File: config.mk
export PLATFORM = sky130hd
export DESIGN_NAME = flowctl_uart
export DESIGN_NICKNAME = d
export VERILOG_FILES = /design/src/rtl/fu_pkg.sv /design/src/rtl/fu_baud.sv /design/src/rtl/fu_rx.sv /design/src/rtl/fu_rxq.sv /design/src/rtl/fu_tx.sv /design/src/rtl/flowctl_uart.sv
export SDC_FILE = /design/constraint.sdc
export NUM_CORES = 1
export LEC_CHECK = 0
export BUFFER_PORTS_ARGS = -buffer_cell sky130_fd_sc_hd__clkbuf_2
export CAP_MARGIN = 20
export CORE_ASPECT_RATIO = 0.5
export CORE_MARGIN = 8
export CORE_UTILIZATION = 57
export CTS_BUF_LIST = sky130_fd_sc_hd__clkbuf_8
export CTS_CLUSTER_SIZE = 12
export DETAILED_ROUTE_END_ITERATION = 8
export PLACE_DENSITY = 0.79
export SLEW_MARGIN = 20
export SYNTH_ARGS = -nofsm -noshare
export SYNTH_HDL_FRONTEND = slang
export SYNTH_HIERARCHICAL = 1
export SYNTH_SLANG_ARGS = --single-unit
File: constraint.sdc
create_clock -name clk -period 2.1 [get_ports clk]
set_input_delay 0.315 -clock clk [delete_from_list [all_inputs] [get_ports clk]]
set_output_delay 0.315 -clock clk [all_outputs]
set_load 0.02 [all_outputs]
File: src/rtl/fu_pkg.sv
package fu_pkg;
  localparam logic [7:0] CH_XON  = 8'h11;
  localparam logic [7:0] CH_XOFF = 8'h13;

  typedef enum logic [2:0] {
    TX_IDLE,
    TX_START,
    TX_DATA,
    TX_STOP,
    TX_GAP
  } tx_state_t;

  typedef enum logic [1:0] {
    RX_IDLE,
    RX_START,
    RX_DATA,
    RX_STOP
  } rx_state_t;
endpackage

File: src/rtl/fu_baud.sv
module fu_baud #(
  parameter int DIV_W = 16
) (
  input  logic             clk,
  input  logic             rst_n,
  input  logic [DIV_W-1:0] div,
  output logic             tick
);
  logic [DIV_W-1:0] cnt;

  // one tick per 1/16 bit
  always_ff @(posedge clk or negedge rst_n) begin
    if (!rst_n) begin
      cnt  <= '0;
      tick <= 1'b0;
    end else if (cnt >= div) begin
      cnt  <= '0;
      tick <= 1'b1;
    end else begin
      cnt  <= cnt + 1'b1;
      tick <= 1'b0;
    end
  end
endmodule

File: src/rtl/fu_rx.sv
module fu_rx
  import fu_pkg::*;
#(
  parameter int FILT_LEN = 4
) (
  input  logic       clk,
  input  logic       rst_n,
  input  logic       tick,
  input  logic       rxd,
  output logic       byte_done,
  output logic [7:0] byte_data,
  output logic       frame_err
);
  localparam int FW = $clog2(FILT_LEN + 1);

  logic          s1, s2, line;
  logic [FW-1:0] fcnt;
  rx_state_t     st;
  logic [3:0]    tcnt;
  logic [2:0]    bidx;
  logic [7:0]    shr;

  assign byte_data = shr;

  // synchronizer and glitch filter: line follows only a level held FILT_LEN clocks
  always_ff @(posedge clk or negedge rst_n) begin
    if (!rst_n) begin
      s1   <= 1'b1;
      s2   <= 1'b1;
      line <= 1'b1;
      fcnt <= '0;
    end else begin
      s1 <= rxd;
      s2 <= s1;
      if (s2 == line) begin
        fcnt <= '0;
      end else if (fcnt == FW'(FILT_LEN - 1)) begin
        line <= s2;
        fcnt <= '0;
      end else begin
        fcnt <= fcnt + 1'b1;
      end
    end
  end

  always_ff @(posedge clk or negedge rst_n) begin
    if (!rst_n) begin
      st        <= RX_IDLE;
      tcnt      <= '0;
      bidx      <= '0;
      shr       <= '0;
      byte_done <= 1'b0;
      frame_err <= 1'b0;
    end else begin
      byte_done <= 1'b0;
      frame_err <= 1'b0;
      unique case (st)
        RX_IDLE: begin
          tcnt <= '0;
          if (!line) st <= RX_START;
        end
        RX_START: if (tick) begin
          tcnt <= tcnt + 1'b1;
          if (tcnt == 4'd7) begin
            tcnt <= '0;
            bidx <= '0;
            st   <= line ? RX_IDLE : RX_DATA;   // false start is dropped
          end
        end
        RX_DATA: if (tick) begin
          tcnt <= tcnt + 1'b1;
          if (tcnt == 4'hF) begin
            shr  <= {line, shr[7:1]};
            bidx <= bidx + 1'b1;
            if (bidx == 3'd7) st <= RX_STOP;
          end
        end
        RX_STOP: if (tick) begin
          tcnt <= tcnt + 1'b1;
          if (tcnt == 4'hF) begin
            byte_done <= line;
            frame_err <= !line;
            st        <= RX_IDLE;
          end
        end
        default: st <= RX_IDLE;
      endcase
    end
  end

  assert_done_excl_R7: assert property (@(posedge clk) disable iff (!rst_n)
    !(byte_done && frame_err));

  assert_filter_settled_R9: assert property (@(posedge clk) disable iff (!rst_n)
    (line != $past(line)) |-> (line == $past(s2)));
endmodule

File: src/rtl/fu_rxq.sv
module fu_rxq #(
  parameter int DEPTH = 8,
  parameter int W     = 8
) (
  input  logic                       clk,
  input  logic                       rst_n,
  input  logic                       push,
  input  logic [W-1:0]               din,
  input  logic                       pop,
  output logic [W-1:0]               dout,
  output logic                       full,
  output logic                       empty,
  output logic [$clog2(DEPTH+1)-1:0] count
);
  localparam int AW = (DEPTH > 1) ? $clog2(DEPTH) : 1;
  localparam int CW = $clog2(DEPTH + 1);

  logic [W-1:0]  mem [DEPTH];
  logic [AW-1:0] wp, rp;

  assign full  = (count == CW'(DEPTH));
  assign empty = (count == '0);
  assign dout  = mem[rp];

  always_ff @(posedge clk) begin
    if (push) mem[wp] <= din;
  end

  always_ff @(posedge clk or negedge rst_n) begin
    if (!rst_n) begin
      wp    <= '0;
      rp    <= '0;
      count <= '0;
    end else begin
      if (push) wp <= (wp == AW'(DEPTH - 1)) ? '0 : wp + 1'b1;
      if (pop)  rp <= (rp == AW'(DEPTH - 1)) ? '0 : rp + 1'b1;
      unique case ({push, pop})
        2'b10:   count <= count + 1'b1;
        2'b01:   count <= count - 1'b1;
        default: count <= count;
      endcase
    end
  end

  assert_no_overflow_R8: assert property (@(posedge clk) disable iff (!rst_n)
    push |-> !full);

  assert_no_underflow_R6: assert property (@(posedge clk) disable iff (!rst_n)
    pop |-> !empty);
endmodule

File: src/rtl/fu_tx.sv
module fu_tx
  import fu_pkg::*;
#(
  parameter int GAP_W = 4
) (
  input  logic             clk,
  input  logic             rst_n,
  input  logic             tick,
  input  logic             two_stop,
  input  logic [GAP_W-1:0] gap,
  input  logic             src_valid,
  input  logic [7:0]       src_data,
  input  logic             src_ctrl,
  input  logic             src_last,
  output logic             src_take,
  output logic             txd,
  output logic             last_done
);
  tx_state_t        st;
  logic [3:0]       tcnt;
  logic [2:0]       bidx;
  logic [7:0]       shr;
  logic             cur_last, cur_ctrl, stop_more;
  logic [GAP_W-1:0] gcnt;
  logic             bit_end, need_gap, stop_end, gap_end, free;

  always_comb begin
    bit_end  = tick && (tcnt == 4'hF);
    need_gap = !cur_ctrl && !cur_last && (gap != '0);
    stop_end = (st == TX_STOP) && bit_end && !stop_more;
    gap_end  = (st == TX_GAP) && bit_end && (gcnt == GAP_W'(1));
    free     = (st == TX_IDLE) || (stop_end && !need_gap) || gap_end;
    src_take = free && src_valid;
  end

  always_ff @(posedge clk or negedge rst_n) begin
    if (!rst_n) begin
      st        <= TX_IDLE;
      tcnt      <= '0;
      bidx      <= '0;
      shr       <= '0;
      cur_last  <= 1'b0;
      cur_ctrl  <= 1'b0;
      stop_more <= 1'b0;
      gcnt      <= '0;
      txd       <= 1'b1;
      last_done <= 1'b0;
    end else begin
      last_done <= stop_end && cur_last && !cur_ctrl;
      if (tick) tcnt <= tcnt + 1'b1;
      if (src_take) begin
        st        <= TX_START;
        shr       <= src_data;
        cur_last  <= src_last;
        cur_ctrl  <= src_ctrl;
        stop_more <= two_stop;
        tcnt      <= '0;
        txd       <= 1'b0;
      end else begin
        unique case (st)
          TX_IDLE: txd <= 1'b1;
          TX_START: if (bit_end) begin
            txd  <= shr[0];
            shr  <= shr >> 1;
            bidx <= '0;
            st   <= TX_DATA;
          end
          TX_DATA: if (bit_end) begin
            if (bidx == 3'd7) begin
              txd <= 1'b1;
              st  <= TX_STOP;
            end else begin
              txd  <= shr[0];
              shr  <= shr >> 1;
              bidx <= bidx + 1'b1;
            end
          end
          TX_STOP: if (bit_end) begin
            if (stop_more) begin
              stop_more <= 1'b0;
            end else if (need_gap) begin
              gcnt <= gap;
              st   <= TX_GAP;
            end else begin
              st <= TX_IDLE;
            end
          end
          TX_GAP: if (bit_end) begin
            if (gcnt == GAP_W'(1)) st <= TX_IDLE;
            else gcnt <= gcnt - 1'b1;
          end
          default: st <= TX_IDLE;
        endcase
      end
    end
  end

  assert_line_high_R1: assert property (@(posedge clk) disable iff (!rst_n)
    (st == TX_IDLE || st == TX_STOP || st == TX_GAP) |-> txd);

  assert_done_after_stop_R4: assert property (@(posedge clk) disable iff (!rst_n)
    last_done |-> $past(st == TX_STOP));
endmodule

File: src/rtl/flowctl_uart.sv
module flowctl_uart
  import fu_pkg::*;
#(
  parameter int DIV_W    = 16,
  parameter int GAP_W    = 4,
  parameter int DEPTH    = 8,
  parameter int FILT_LEN = 4,
  parameter int HI_MARK  = 6,
  parameter int LO_MARK  = 2
) (
  input  logic             clk,
  input  logic             rst_n,
  input  logic [DIV_W-1:0] cfg_div,
  input  logic             cfg_two_stop,
  input  logic [GAP_W-1:0] cfg_gap,
  input  logic             cfg_hw_flow,
  input  logic             cfg_sw_flow,
  input  logic             cfg_rx_irq_en,
  input  logic             cfg_blk_irq_en,
  input  logic             tx_valid,
  output logic             tx_ready,
  input  logic [7:0]       tx_data,
  input  logic             tx_last,
  output logic             rx_valid,
  input  logic             rx_ready,
  output logic [7:0]       rx_data,
  output logic             ser_tx,
  input  logic             ser_rx,
  input  logic             cts_n,
  output logic             rts_n,
  output logic             irq_rx,
  output logic             irq_blk_done,
  output logic             rx_frame_err,
  output logic             rx_overrun
);
  localparam int CW = $clog2(DEPTH + 1);

  logic          tick;
  logic          rx_done, rx_ferr;
  logic [7:0]    rx_byte;
  logic          q_full, q_empty, q_push, q_pop;
  logic [CW-1:0] q_count;
  logic          is_ctl;
  logic          cts_s1, cts_s2;
  logic          paused, xoff_req, xon_req, remote_off;
  logic          hold_valid, hold_last;
  logic [7:0]    hold_data;
  logic          src_valid, src_ctrl, src_last, src_take, last_done;
  logic [7:0]    src_data;

  fu_baud #(.DIV_W(DIV_W)) u_baud (
    .clk(clk), .rst_n(rst_n), .div(cfg_div), .tick(tick)
  );

  fu_rx #(.FILT_LEN(FILT_LEN)) u_rx (
    .clk(clk), .rst_n(rst_n), .tick(tick), .rxd(ser_rx),
    .byte_done(rx_done), .byte_data(rx_byte), .frame_err(rx_ferr)
  );

  // receive path
  assign is_ctl       = cfg_sw_flow && (rx_byte == CH_XON || rx_byte == CH_XOFF);
  assign q_push       = rx_done && !is_ctl && !q_full;
  assign rx_overrun   = rx_done && !is_ctl && q_full;
  assign rx_frame_err = rx_ferr;
  assign q_pop        = rx_valid && rx_ready;
  assign rx_valid     = !q_empty;
  assign irq_rx       = cfg_rx_irq_en && rx_valid;

  fu_rxq #(.DEPTH(DEPTH), .W(8)) u_q (
    .clk(clk), .rst_n(rst_n), .push(q_push), .din(rx_byte), .pop(q_pop),
    .dout(rx_data), .full(q_full), .empty(q_empty), .count(q_count)
  );

  // flow control state
  always_ff @(posedge clk or negedge rst_n) begin
    if (!rst_n) begin
      cts_s1     <= 1'b1;
      cts_s2     <= 1'b1;
      rts_n      <= 1'b0;
      paused     <= 1'b0;
      xoff_req   <= 1'b0;
      xon_req    <= 1'b0;
      remote_off <= 1'b0;
    end else begin
      cts_s1 <= cts_n;
      cts_s2 <= cts_s1;

      if (!cfg_hw_flow)                  rts_n <= 1'b0;
      else if (q_count >= CW'(HI_MARK))  rts_n <= 1'b1;
      else if (q_count <= CW'(LO_MARK))  rts_n <= 1'b0;

      if (!cfg_sw_flow) begin
        paused     <= 1'b0;
        xoff_req   <= 1'b0;
        xon_req    <= 1'b0;
        remote_off <= 1'b0;
      end else begin
        if (rx_done && rx_byte == CH_XOFF) paused <= 1'b1;
        if (rx_done && rx_byte == CH_XON)  paused <= 1'b0;
        if (src_take && xoff_req)     xoff_req <= 1'b0;
        else if (src_take && xon_req) xon_req  <= 1'b0;
        if (!remote_off && q_count >= CW'(HI_MARK)) begin
          xoff_req   <= 1'b1;
          xon_req    <= 1'b0;
          remote_off <= 1'b1;
        end else if (remote_off && q_count <= CW'(LO_MARK)) begin
          xon_req    <= 1'b1;
          remote_off <= 1'b0;
        end
      end
    end
  end

  // transmit holding slot and source selection
  assign tx_ready = !hold_valid;

  always_ff @(posedge clk or negedge rst_n) begin
    if (!rst_n) begin
      hold_valid <= 1'b0;
      hold_last  <= 1'b0;
      hold_data  <= '0;
    end else if (tx_valid && tx_ready) begin
      hold_valid <= 1'b1;
      hold_last  <= tx_last;
      hold_data  <= tx_data;
    end else if (src_take && !src_ctrl) begin
      hold_valid <= 1'b0;
    end
  end

  always_comb begin
    src_ctrl  = xoff_req || xon_req;
    src_data  = xoff_req ? CH_XOFF : (xon_req ? CH_XON : hold_data);
    src_last  = !src_ctrl && hold_last;
    src_valid = !(cfg_hw_flow && cts_s2) &&
                (src_ctrl || (hold_valid && !(cfg_sw_flow && paused)));
  end

  fu_tx #(.GAP_W(GAP_W)) u_tx (
    .clk(clk), .rst_n(rst_n), .tick(tick), .two_stop(cfg_two_stop), .gap(cfg_gap),
    .src_valid(src_valid), .src_data(src_data), .src_ctrl(src_ctrl), .src_last(src_last),
    .src_take(src_take), .txd(ser_tx), .last_done(last_done)
  );

  assign irq_blk_done = cfg_blk_irq_en && last_done;

  assert_cts_hold_R10: assert property (@(posedge clk) disable iff (!rst_n)
    (cfg_hw_flow && cts_s2) |-> !src_take);

  assert_pause_ctrl_only_R12: assert property (@(posedge clk) disable iff (!rst_n)
    (cfg_sw_flow && paused && src_take) |-> src_ctrl);

  assert_ctl_dropped_R12: assert property (@(posedge clk) disable iff (!rst_n)
    (rx_done && is_ctl) |=> (q_count <= $past(q_count)));

  assert_rts_high_R11: assert property (@(posedge clk) disable iff (!rst_n)
    (cfg_hw_flow && q_count >= CW'(HI_MARK)) |=> (rts_n || !cfg_hw_flow));
endmodule

==> results of run 1 <==
## metal layers
metal / vias up / global-route usage, % / routed length (µm)
met4: 0 / 5.45 / 157
met1: 2455 / 21.6 / 6740
met5: - / 0 / 0
met3: 16 / 3.78 / 448
li1: 2393 / - / -
met2: 84 / 27.8 / 7470
## layout make-up
cell class | count | area [µm²] | area share, %
Tap cell | 176 | 220 | 2.41
Clock buffer | 17 | 234 | 2.56
Clock inverter | 15 | 169 | 1.85
Multi-Input combinational cell | 393 | 3280 | 35.9
Inverter | 31 | 119 | 1.30
Timing Repair Buffer | 102 | 781 | 8.54
Sequential cell | 160 | 4340 | 47.4
## sequential cells by signal, summed over array words and instances (netlist names), 3 cells and up, named ones only
| register | cells |
|---|---|
| u_baud/cnt | 16 |
| u_tx/bidx | 3 |
| hold_data | 8 |
| u_rx/bidx | 3 |
| u_q/rp | 3 |
| u_tx/tcnt | 4 |
| u_rx/byte_data | 8 |
| u_rx/tcnt | 4 |
| u_q/count | 4 |
| u_q/wp | 3 |
| u_q/mem | 64 |
| u_rx/fcnt | 3 |
| u_tx/st | 3 |
| u_tx/shr | 8 |
| u_tx/gcnt | 4 |
## worst register-to-register path: stages, from the launching register on
cell	delay, ns
sky130_fd_sc_hd__dfrtp_2	0.44
sky130_fd_sc_hd__nor4b_4	0.35
sky130_fd_sc_hd__nand4_1	0.14
sky130_fd_sc_hd__and3b_2	0.27
sky130_fd_sc_hd__inv_4	0.08
sky130_fd_sc_hd__ha_4	0.14
sky130_fd_sc_hd__xor2_1	0.16
sky130_fd_sc_hd__ha_2	0.20
sky130_fd_sc_hd__a21oi_2	0.04
sky130_fd_sc_hd__xor2_1	0.14
sky130_fd_sc_hd__nor2_1	0.12
sky130_fd_sc_hd__xor2_1	0.17
## cell families after synthesis
logic type | synth area share [%]
AND/OR/NAND/NOR | 14.6
flip-flops | 55.7
AO/OA/AOI/OAI | 7.70
multiplexers | 10.8
buffers and inverters | 2.89
adder cells (fa/ha/maj) | 5.43
XOR/XNOR | 2.93
## timing repair
action,CTS,global route
setup buffers,5,1
hold endpoints to repair,32,0
gates cloned,0,1
pin swaps,8,9
resized for setup,13,36
endpoints found under the setup margin,19,28
hold buffers,3,0
## Yosys cell counts, drive strengths merged, types with 6 or more instances
| cell | n |
|---|---|
| o21ai | 18 |
| ha | 33 |
| nand3 | 21 |
| nand2b | 8 |
| nand4 | 9 |
| xor2 | 14 |
| dfstp | 6 |
| nor3 | 13 |
| nand2 | 47 |
| nor2b | 11 |
| nor2 | 53 |
| a21oi | 23 |
| and2 | 10 |
| mux4 | 16 |
| edfxtp | 64 |
| buf | 12 |
| mux2 | 32 |
| inv | 31 |
| xnor2 | 12 |
| dfrtp | 90 |
## per-stage QoR
step | setup WS (ns) | area [µm²] | cells | hold slack (ns) | utilization (%)
floorplan | -0.0480 | 7800 | 601 | 0.0194 | -
global placement | -0.106 | 8520 | 852 | 0.290 | 63.4
detailed placement | -0.199 | 8520 | 852 | 0.293 | 63.4
CTS | -0.303 | 9050 | 892 | 0.0327 | 67.4
global route | -0.326 | 9140 | 894 | 0.0451 | 68.0
finish | -0.227 | 9140 | 894 | 0.0608 | 68.0
## worst max-delay path by stage
| stage | to |
|---|---|
| CTS | rx_data[3] |
| finish | rx_data[3] |
| global placement | u_q/count[2]$_DFFE_PN0P_ |
| global route | rx_data[3] |
| detailed placement | u_q/count[2]$_DFFE_PN0P_ |
| floorplan | u_q/count[3]$_DFFE_PN0P_ |
## power groups by stage
| stage | registers, mW | logic, mW | clock network (mW) |
|---|---|---|---|
| final | 4.02 | 2.09 | 2.29 |
| after global routing | 4.07 | 2.31 | 2.48 |
| after CTS | 4.01 | 2.01 | 2.34 |
| after detailed placement | 4.07 | 1.91 | 0 |
| after global placement | 4.05 | 1.85 | 0 |
| after floorplan | 4.00 | 1.38 | 0 |
==> metrics.txt, run 1 <==
run status complete, but fails checks; failing checks negative setup slack; dominant synthesized flop cell sky130_fd_sc_hd__dfrtp_1; Worst Hold End u_tx/stop_more$_DFFE_PN0P_; source of the worst register-to-register timing path u_rx/byte_data[7]$_DFFE_PN0P_; power per cell area slightly above 900 mW/mm²; number of iterations in the first detailed-routing pass 4; Via Count 4948; power share of the clock group 27.3%; max-slew violations 0; maximum number of pins on one net before global-route repair 37; time the worst path needs with I/O delays and setup 2.33 ns; ranking of synthesized cells by area sky130_fd_sc_hd__dfrtp_1 29%, sky130_fd_sc_hd__edfxtp_1 25%, sky130_fd_sc_hd__ha_1 5.3%; share of async-settable or async-resettable flops after synthesis 60.0%; cell area after synthesis 0.00778 mm²; cell count along the critical path 5; Antenna Violating Nets Remaining 0; total die area 0.0179 mm²; critical path launch point type flop; number of warning messages in the yosys log 6; cell at the slowest stage of the critical path sky130_fd_sc_hd__mux4_2; CP delay by family, top multiplexers; number of placed I/O pins 56; share of total power in combinational logic 24.8%; Post-synth EDFFs 64; mean cell area of the mapped netlist 12.9 µm²; first-pass GRT wire length about 24000 µm; count of routing violations after the opening detailed-route iteration 230; post-layout worst setup margin -0.227 ns; CP endpoint kind output port; layout cells sized above 1 32.3%; number of register bits inferred by synthesis 160; post-detailed-route via-to-cell ratio 5.53; cell type with the largest total area after synthesis sky130_fd_sc_hd__dfrtp_1; part of the total power dissipated in sequential elements a little under half; Routed wire per std cell 16.6 µm; Critical Path Fanout Max 8; area share of the largest cell type after synthesis 28.9%; max cap viols 0; switching power share of the total a little under a third; H-tree depth 4; area growth from synthesis to layout 17.5%; core area 0.0134 mm²; cell breakdown of the critical path buf_12 > buf_12 > mux4_2 > mux2_4 > buf_6; initial standard-cell utilization of the core 57.9%; crit path launch u_q/rp[0]$_DFFE_PN0P_; worst slew slack as a fraction of its limit 58.0%; number of input and output port buffers inserted 55; Crit Reg-Reg Endpoint u_q/count[2]$_DFFE_PN0P_; clock sink count 160; count of endpoints failing setup in the final report 11; overall global routing resource usage 16.7%; final hold violations 0; slowest cell delay on critical path 0.47 ns; internal power roughly 5.8 mW; Bufs on Longest Clock Path 2; floorplan die width 181 µm; DPL Wire Length approximately 10000 µm; Core Rows 30; number of distinct library cells after synthesis 76; Antenna diodes 0; flop-to-flop setup slack -0.20 ns; highest clock frequency the design can meet 430 MHz; RSZ-0062 raised after global routing yes; start point of the worst hold path cfg_two_stop; vias in the first global route 4938; power consumption 8.40 mW; CTS tree done; Residual DRC 0; most used cells in the layout excluding fill and tap cells 87 x sky130_fd_sc_hd__dfrtp_1, 64 x sky130_fd_sc_hd__edfxtp_1, 47 x sky130_fd_sc_hd__nand2_1; Critical Setup Path Class flop to output port; # fillers 965; most common cell after layout, fill and taps aside sky130_fd_sc_hd__dfrtp_1; routability congestion estimate from global placement approximately 0.8; worst path required time 1.78 ns; Die H 98.6 µm; worst hold path class input pin to flop; Final Cycle Share 111%; setup_tns -2.06 ns; pin slew with the least headroom to its limit 0.627 ns; depth of the worst hold-timing path 3; final net count 778; routed wire length 14800 µm; switching pwr 2.65 mW; Worst-Skew Late Latency 0.45 ns; buffer and inverter count on the worst path 3; cell at the root of the clock tree sky130_fd_sc_hd__clkbuf_8; most frequent CP cell sky130_fd_sc_hd__buf_12; Clock transition at path regs 0.09 ns; antenna violations before repair 0; Max VDD drop 559 µV; Max Clock Skew between 0.01 and 0.015 ns; Overflow after GRT 0; Register-to-Register Path Depth 11; count of mapped cells out of synthesis 601; clock buffers created by TritonCTS 17; portion of the post-synthesis area used by sequential elements 55.7%; standby leakage power 4.11 nW; synthesized net count between 600 and 700; arrival time reported for the critical path endpoint approximately 2.0 ns
(Power assumes the default switching activity.)
==> run 2, diff against run 1 <==
--- a/config.mk
+++ b/config.mk
@@ -5,15 +5,15 @@
 export SDC_FILE = /design/constraint.sdc
 export NUM_CORES = 1
 export LEC_CHECK = 0
-export BUFFER_PORTS_ARGS = -buffer_cell sky130_fd_sc_hd__clkbuf_2
+export BUFFER_PORTS_ARGS = -buffer_cell sky130_fd_sc_hd__buf_4
 export CAP_MARGIN = 20
 export CORE_ASPECT_RATIO = 0.5
 export CORE_MARGIN = 8
-export CORE_UTILIZATION = 57
+export CORE_UTILIZATION = 62
 export CTS_BUF_LIST = sky130_fd_sc_hd__clkbuf_8
 export CTS_CLUSTER_SIZE = 12
 export DETAILED_ROUTE_END_ITERATION = 8
-export PLACE_DENSITY = 0.79
+export PLACE_DENSITY = 0.82
 export SLEW_MARGIN = 20
 export SYNTH_ARGS = -nofsm -noshare
 export SYNTH_HDL_FRONTEND = slang
==> constraint.sdc (replaced) <==
create_clock -name clk -period 2.55 [get_ports clk]
set_input_delay 0.3825 -clock clk [delete_from_list [all_inputs] [get_ports clk]]
set_output_delay 0.3825 -clock clk [all_outputs]
set_load 0.02 [all_outputs]
==> run 2 against run 1 <==
  * The run now ends clean
  * Register-to-register slack better by 0.39 ns
  * Final area shrank 2.2%
  * Largest power group unchanged
  * Non-clock buffer count down 26
  * Power decreased by 20%
  * Critical path depth shrank 1
  * Setup slack better by 0.33 ns
  * First-iteration DRC count rose by 24%
==> metrics.txt, run 2 (same netlist as run 1, synthesis figures left out) <==
run status finished clean (was complete, but fails checks); routability congestion estimate from global placement 0.812 (was 0.798); cell breakdown of the critical path buf_12 > mux4_1 > mux2_4 > buf_4 (was buf_12 > buf_12 > mux4_2 > mux2_4 > buf_6); final hold violations 0 (unchanged); Clock transition at path regs 0.10 ns (was 0.09 ns); max cap viols 0 (unchanged); switching pwr 2.09 mW (was 2.65 mW); # fillers 826 (was 965); power share of the clock group 29.3% (was 27.3%); source of the worst register-to-register timing path u_q/count[2]$_DFFE_PN0P_ (was u_rx/byte_data[7]$_DFFE_PN0P_); layout cells sized above 1 26.7% (was 32.3%); CP endpoint kind output port (unchanged); cell count along the critical path 4 (was 5); CTS tree done (unchanged); cell at the root of the clock tree sky130_fd_sc_hd__clkbuf_8 (unchanged); Crit Reg-Reg Endpoint u_q/count[2]$_DFFE_PN0P_ (unchanged); floorplan die width 174 µm (was 181 µm); worst slew slack as a fraction of its limit 59.1% (was 58.0%); arrival time reported for the critical path endpoint 2.07 ns (was 2.01 ns); Core Rows 29 (was 30); area growth from synthesis to layout 14.8% (was 17.5%); count of routing violations after the opening detailed-route iteration 285 (was 230); power consumption 6.76 mW (was 8.40 mW); Critical Path Fanout Max 19 (was 8); most common cell after layout, fill and taps aside sky130_fd_sc_hd__dfrtp_1 (unchanged); initial standard-cell utilization of the core 62.5% (was 57.9%); highest clock frequency the design can meet 408 MHz; final core utilization 71.8% (was 68.0%); Via Count 4844 (was 4948); core area 0.0124 mm² (was 0.0134 mm²); number of flip-flops under the largest register name 64 (unchanged); power per cell area 756 mW/mm² (was 919 mW/mm²); Residual DRC 0 (unchanged); Worst Hold End u_rx/s1$_DFF_PN1_ (was u_tx/stop_more$_DFFE_PN0P_); Overflow after GRT 0 (unchanged); DPL Wire Length 9750 µm (was 10200 µm); crit path launch u_q/rp[0]$_DFFE_PN0P_ (unchanged); vias in the first global route 4735 (was 4938); most used cells in the layout excluding fill and tap cells 87 x sky130_fd_sc_hd__dfrtp_1, 72 x sky130_fd_sc_hd__buf_4, 64 x sky130_fd_sc_hd__edfxtp_1 (was 87 x sky130_fd_sc_hd__dfrtp_1, 64 x sky130_fd_sc_hd__edfxtp_1, 47 x sky130_fd_sc_hd__nand2_1); total die area 0.0166 mm² (was 0.0179 mm²); pin slew with the least headroom to its limit 0.611 ns (was 0.627 ns); post-detailed-route via-to-cell ratio 5.62 (was 5.53); cell at the slowest stage of the critical path sky130_fd_sc_hd__mux4_1 (was sky130_fd_sc_hd__mux4_2); buffer and inverter count on the worst path 2 (was 3); final net count 752 (was 778); number of placed I/O pins 56 (unchanged); setup_tns 0 ns (was -2.06 ns); worst hold slack 0.0362 ns (was 0.0608 ns); routed wire length 14100 µm (was 14800 µm); Critical Setup Path Class flop to output port (unchanged); Bufs on Longest Clock Path 2 (unchanged); max-slew violations 0 (unchanged); number of input and output port buffers inserted 55 (unchanged); slowest cell delay on critical path 0.58 ns (was 0.47 ns); largest reg by FF count u_q/mem (unchanged); RSZ-0062 raised after global routing no (was yes); share of total power in combinational logic 20.2% (was 24.8%); first-pass GRT wire length 23700 µm (was 24400 µm); standby leakage power 4.03 nW (was 4.11 nW); flop-to-flop setup slack 0.19 ns (was -0.20 ns); worst path required time 2.17 ns (was 1.78 ns); Antenna diodes 0 (unchanged); Routed wire per std cell 16.4 µm (was 16.6 µm); internal power 4.67 mW (was 5.75 mW); switching power share of the total 30.9% (was 31.5%); clock sink count 160 (unchanged); part of the total power dissipated in sequential elements 50.5% (was 47.8%); number of iterations in the first detailed-routing pass 4 (unchanged); biggest registers after layout u_q/mem: 64 flops, u_baud/cnt: 16 flops (unchanged); antenna violations before repair 0 (unchanged); CP delay by family, top multiplexers (unchanged); Max Clock Skew 0.0104 ns (was 0.0148 ns); start point of the worst hold path ser_rx (was cfg_two_stop); clock buffers created by TritonCTS 17 (unchanged); overall global routing resource usage 18.0% (was 16.7%); Max VDD drop 436 µV (was 559 µV); area of the multi-input gates 0.00323 mm² (was 0.00328 mm²); depth of the worst hold-timing path 1 (was 3); count of buffers added by post-CTS timing repair for setup 0 (was 5); time the worst path needs with I/O delays and setup about 2.4 ns; H-tree depth 4 (unchanged); Final Cycle Share 96.0%; Register-to-Register Path Depth 10 (was 11); count of endpoints failing setup in the final report 0 (was 11); Antenna Violating Nets Remaining 0 (unchanged); register area 0.00434 mm² (unchanged); critical path launch point type flop (unchanged); Die H 95.2 µm (was 98.6 µm); Worst-Skew Late Latency 0.46 ns (was 0.45 ns); maximum number of pins on one net before global-route repair 62 (was 37); worst hold path class input pin to flop (unchanged)
[run 2: cell type report]
| type | instances | area share (%) |
|---|---|---|
| sequential | 160 | 48.5 |
| multi-input combinational | 393 | 36.2 |
| timing repair buffer | 76 | 6.83 |
| clock buffer | 17 | 2.62 |
| tap | 170 | 2.38 |
| clock inverter | 15 | 2.17 |
| inverter | 31 | 1.30 |
[run 2: worst register-to-register path, stage by stage (launching register included)]
cell and delay [ns]:
sky130_fd_sc_hd__dfrtp_1 0.51, sky130_fd_sc_hd__nor4_1 0.11, sky130_fd_sc_hd__buf_4 0.15, sky130_fd_sc_hd__nor2b_1 0.34
sky130_fd_sc_hd__ha_2 0.33, sky130_fd_sc_hd__xor2_1 0.09, sky130_fd_sc_hd__ha_1 0.19, sky130_fd_sc_hd__a21oi_1 0.15
sky130_fd_sc_hd__xor2_1 0.16, sky130_fd_sc_hd__nor2_1 0.07, sky130_fd_sc_hd__xor2_1 0.15
[run 2: routing by layer]
metal  wire (µm)  global-route usage, %  part of all wire, %  vias up
li1            -                      -                    -     2358
met3         593                   4.62                  4.2       12
met5           0                      0                    0        -
met2        6930                   30.4                   49       71
met1        6450                   23.1                   46     2403
met4         129                   5.30                 0.91        0
[run 2: worst max-delay path by stage]
stage                               endpoint  slack (ns)
finish                            rx_data[6]        0.10
floorplan           u_q/count[2]$_DFFE_PN0P_        0.29
global route        u_q/count[2]$_DFFE_PN0P_        0.01
global placement    u_q/count[2]$_DFFE_PN0P_        0.25
detailed placement  u_q/count[2]$_DFFE_PN0P_        0.15
CTS                               rx_data[6]        0.05
[run 2: power by group through the flow]
| stage | Combinational (mW) | Sequential, mW | Clock (mW) |
|---|---|---|---|
| final | 1.37 | 3.41 | 1.98 |
| after global routing | 1.52 | 3.47 | 2.12 |
| after CTS | 1.38 | 3.41 | 2.03 |
| after detailed placement | 1.37 | 3.46 | 0 |
| after global placement | 1.32 | 3.44 | 0 |
| after floorplan | 1.12 | 3.29 | 0 |
[run 2: stage by stage]
step / area [µm²] / cells / setup slack, ns
3_5_place_dp: 8490 / 829 / 0.146
5_1_grt: 8940 / 862 / 0.0133
3_3_place_gp: 8490 / 829 / 0.249
4_1_cts: 8930 / 862 / 0.0547
6_report: 8940 / 862 / 0.101
2_1_floorplan: 7780 / 601 / 0.287
[run 2: repair_timing]
item	4_1_cts	5_1_grt
setup endpoints to repair	8	1
hold buffers	1	0
endpoints found under the hold margin	33	0
gates resized for setup	1	4
cloned	0	0
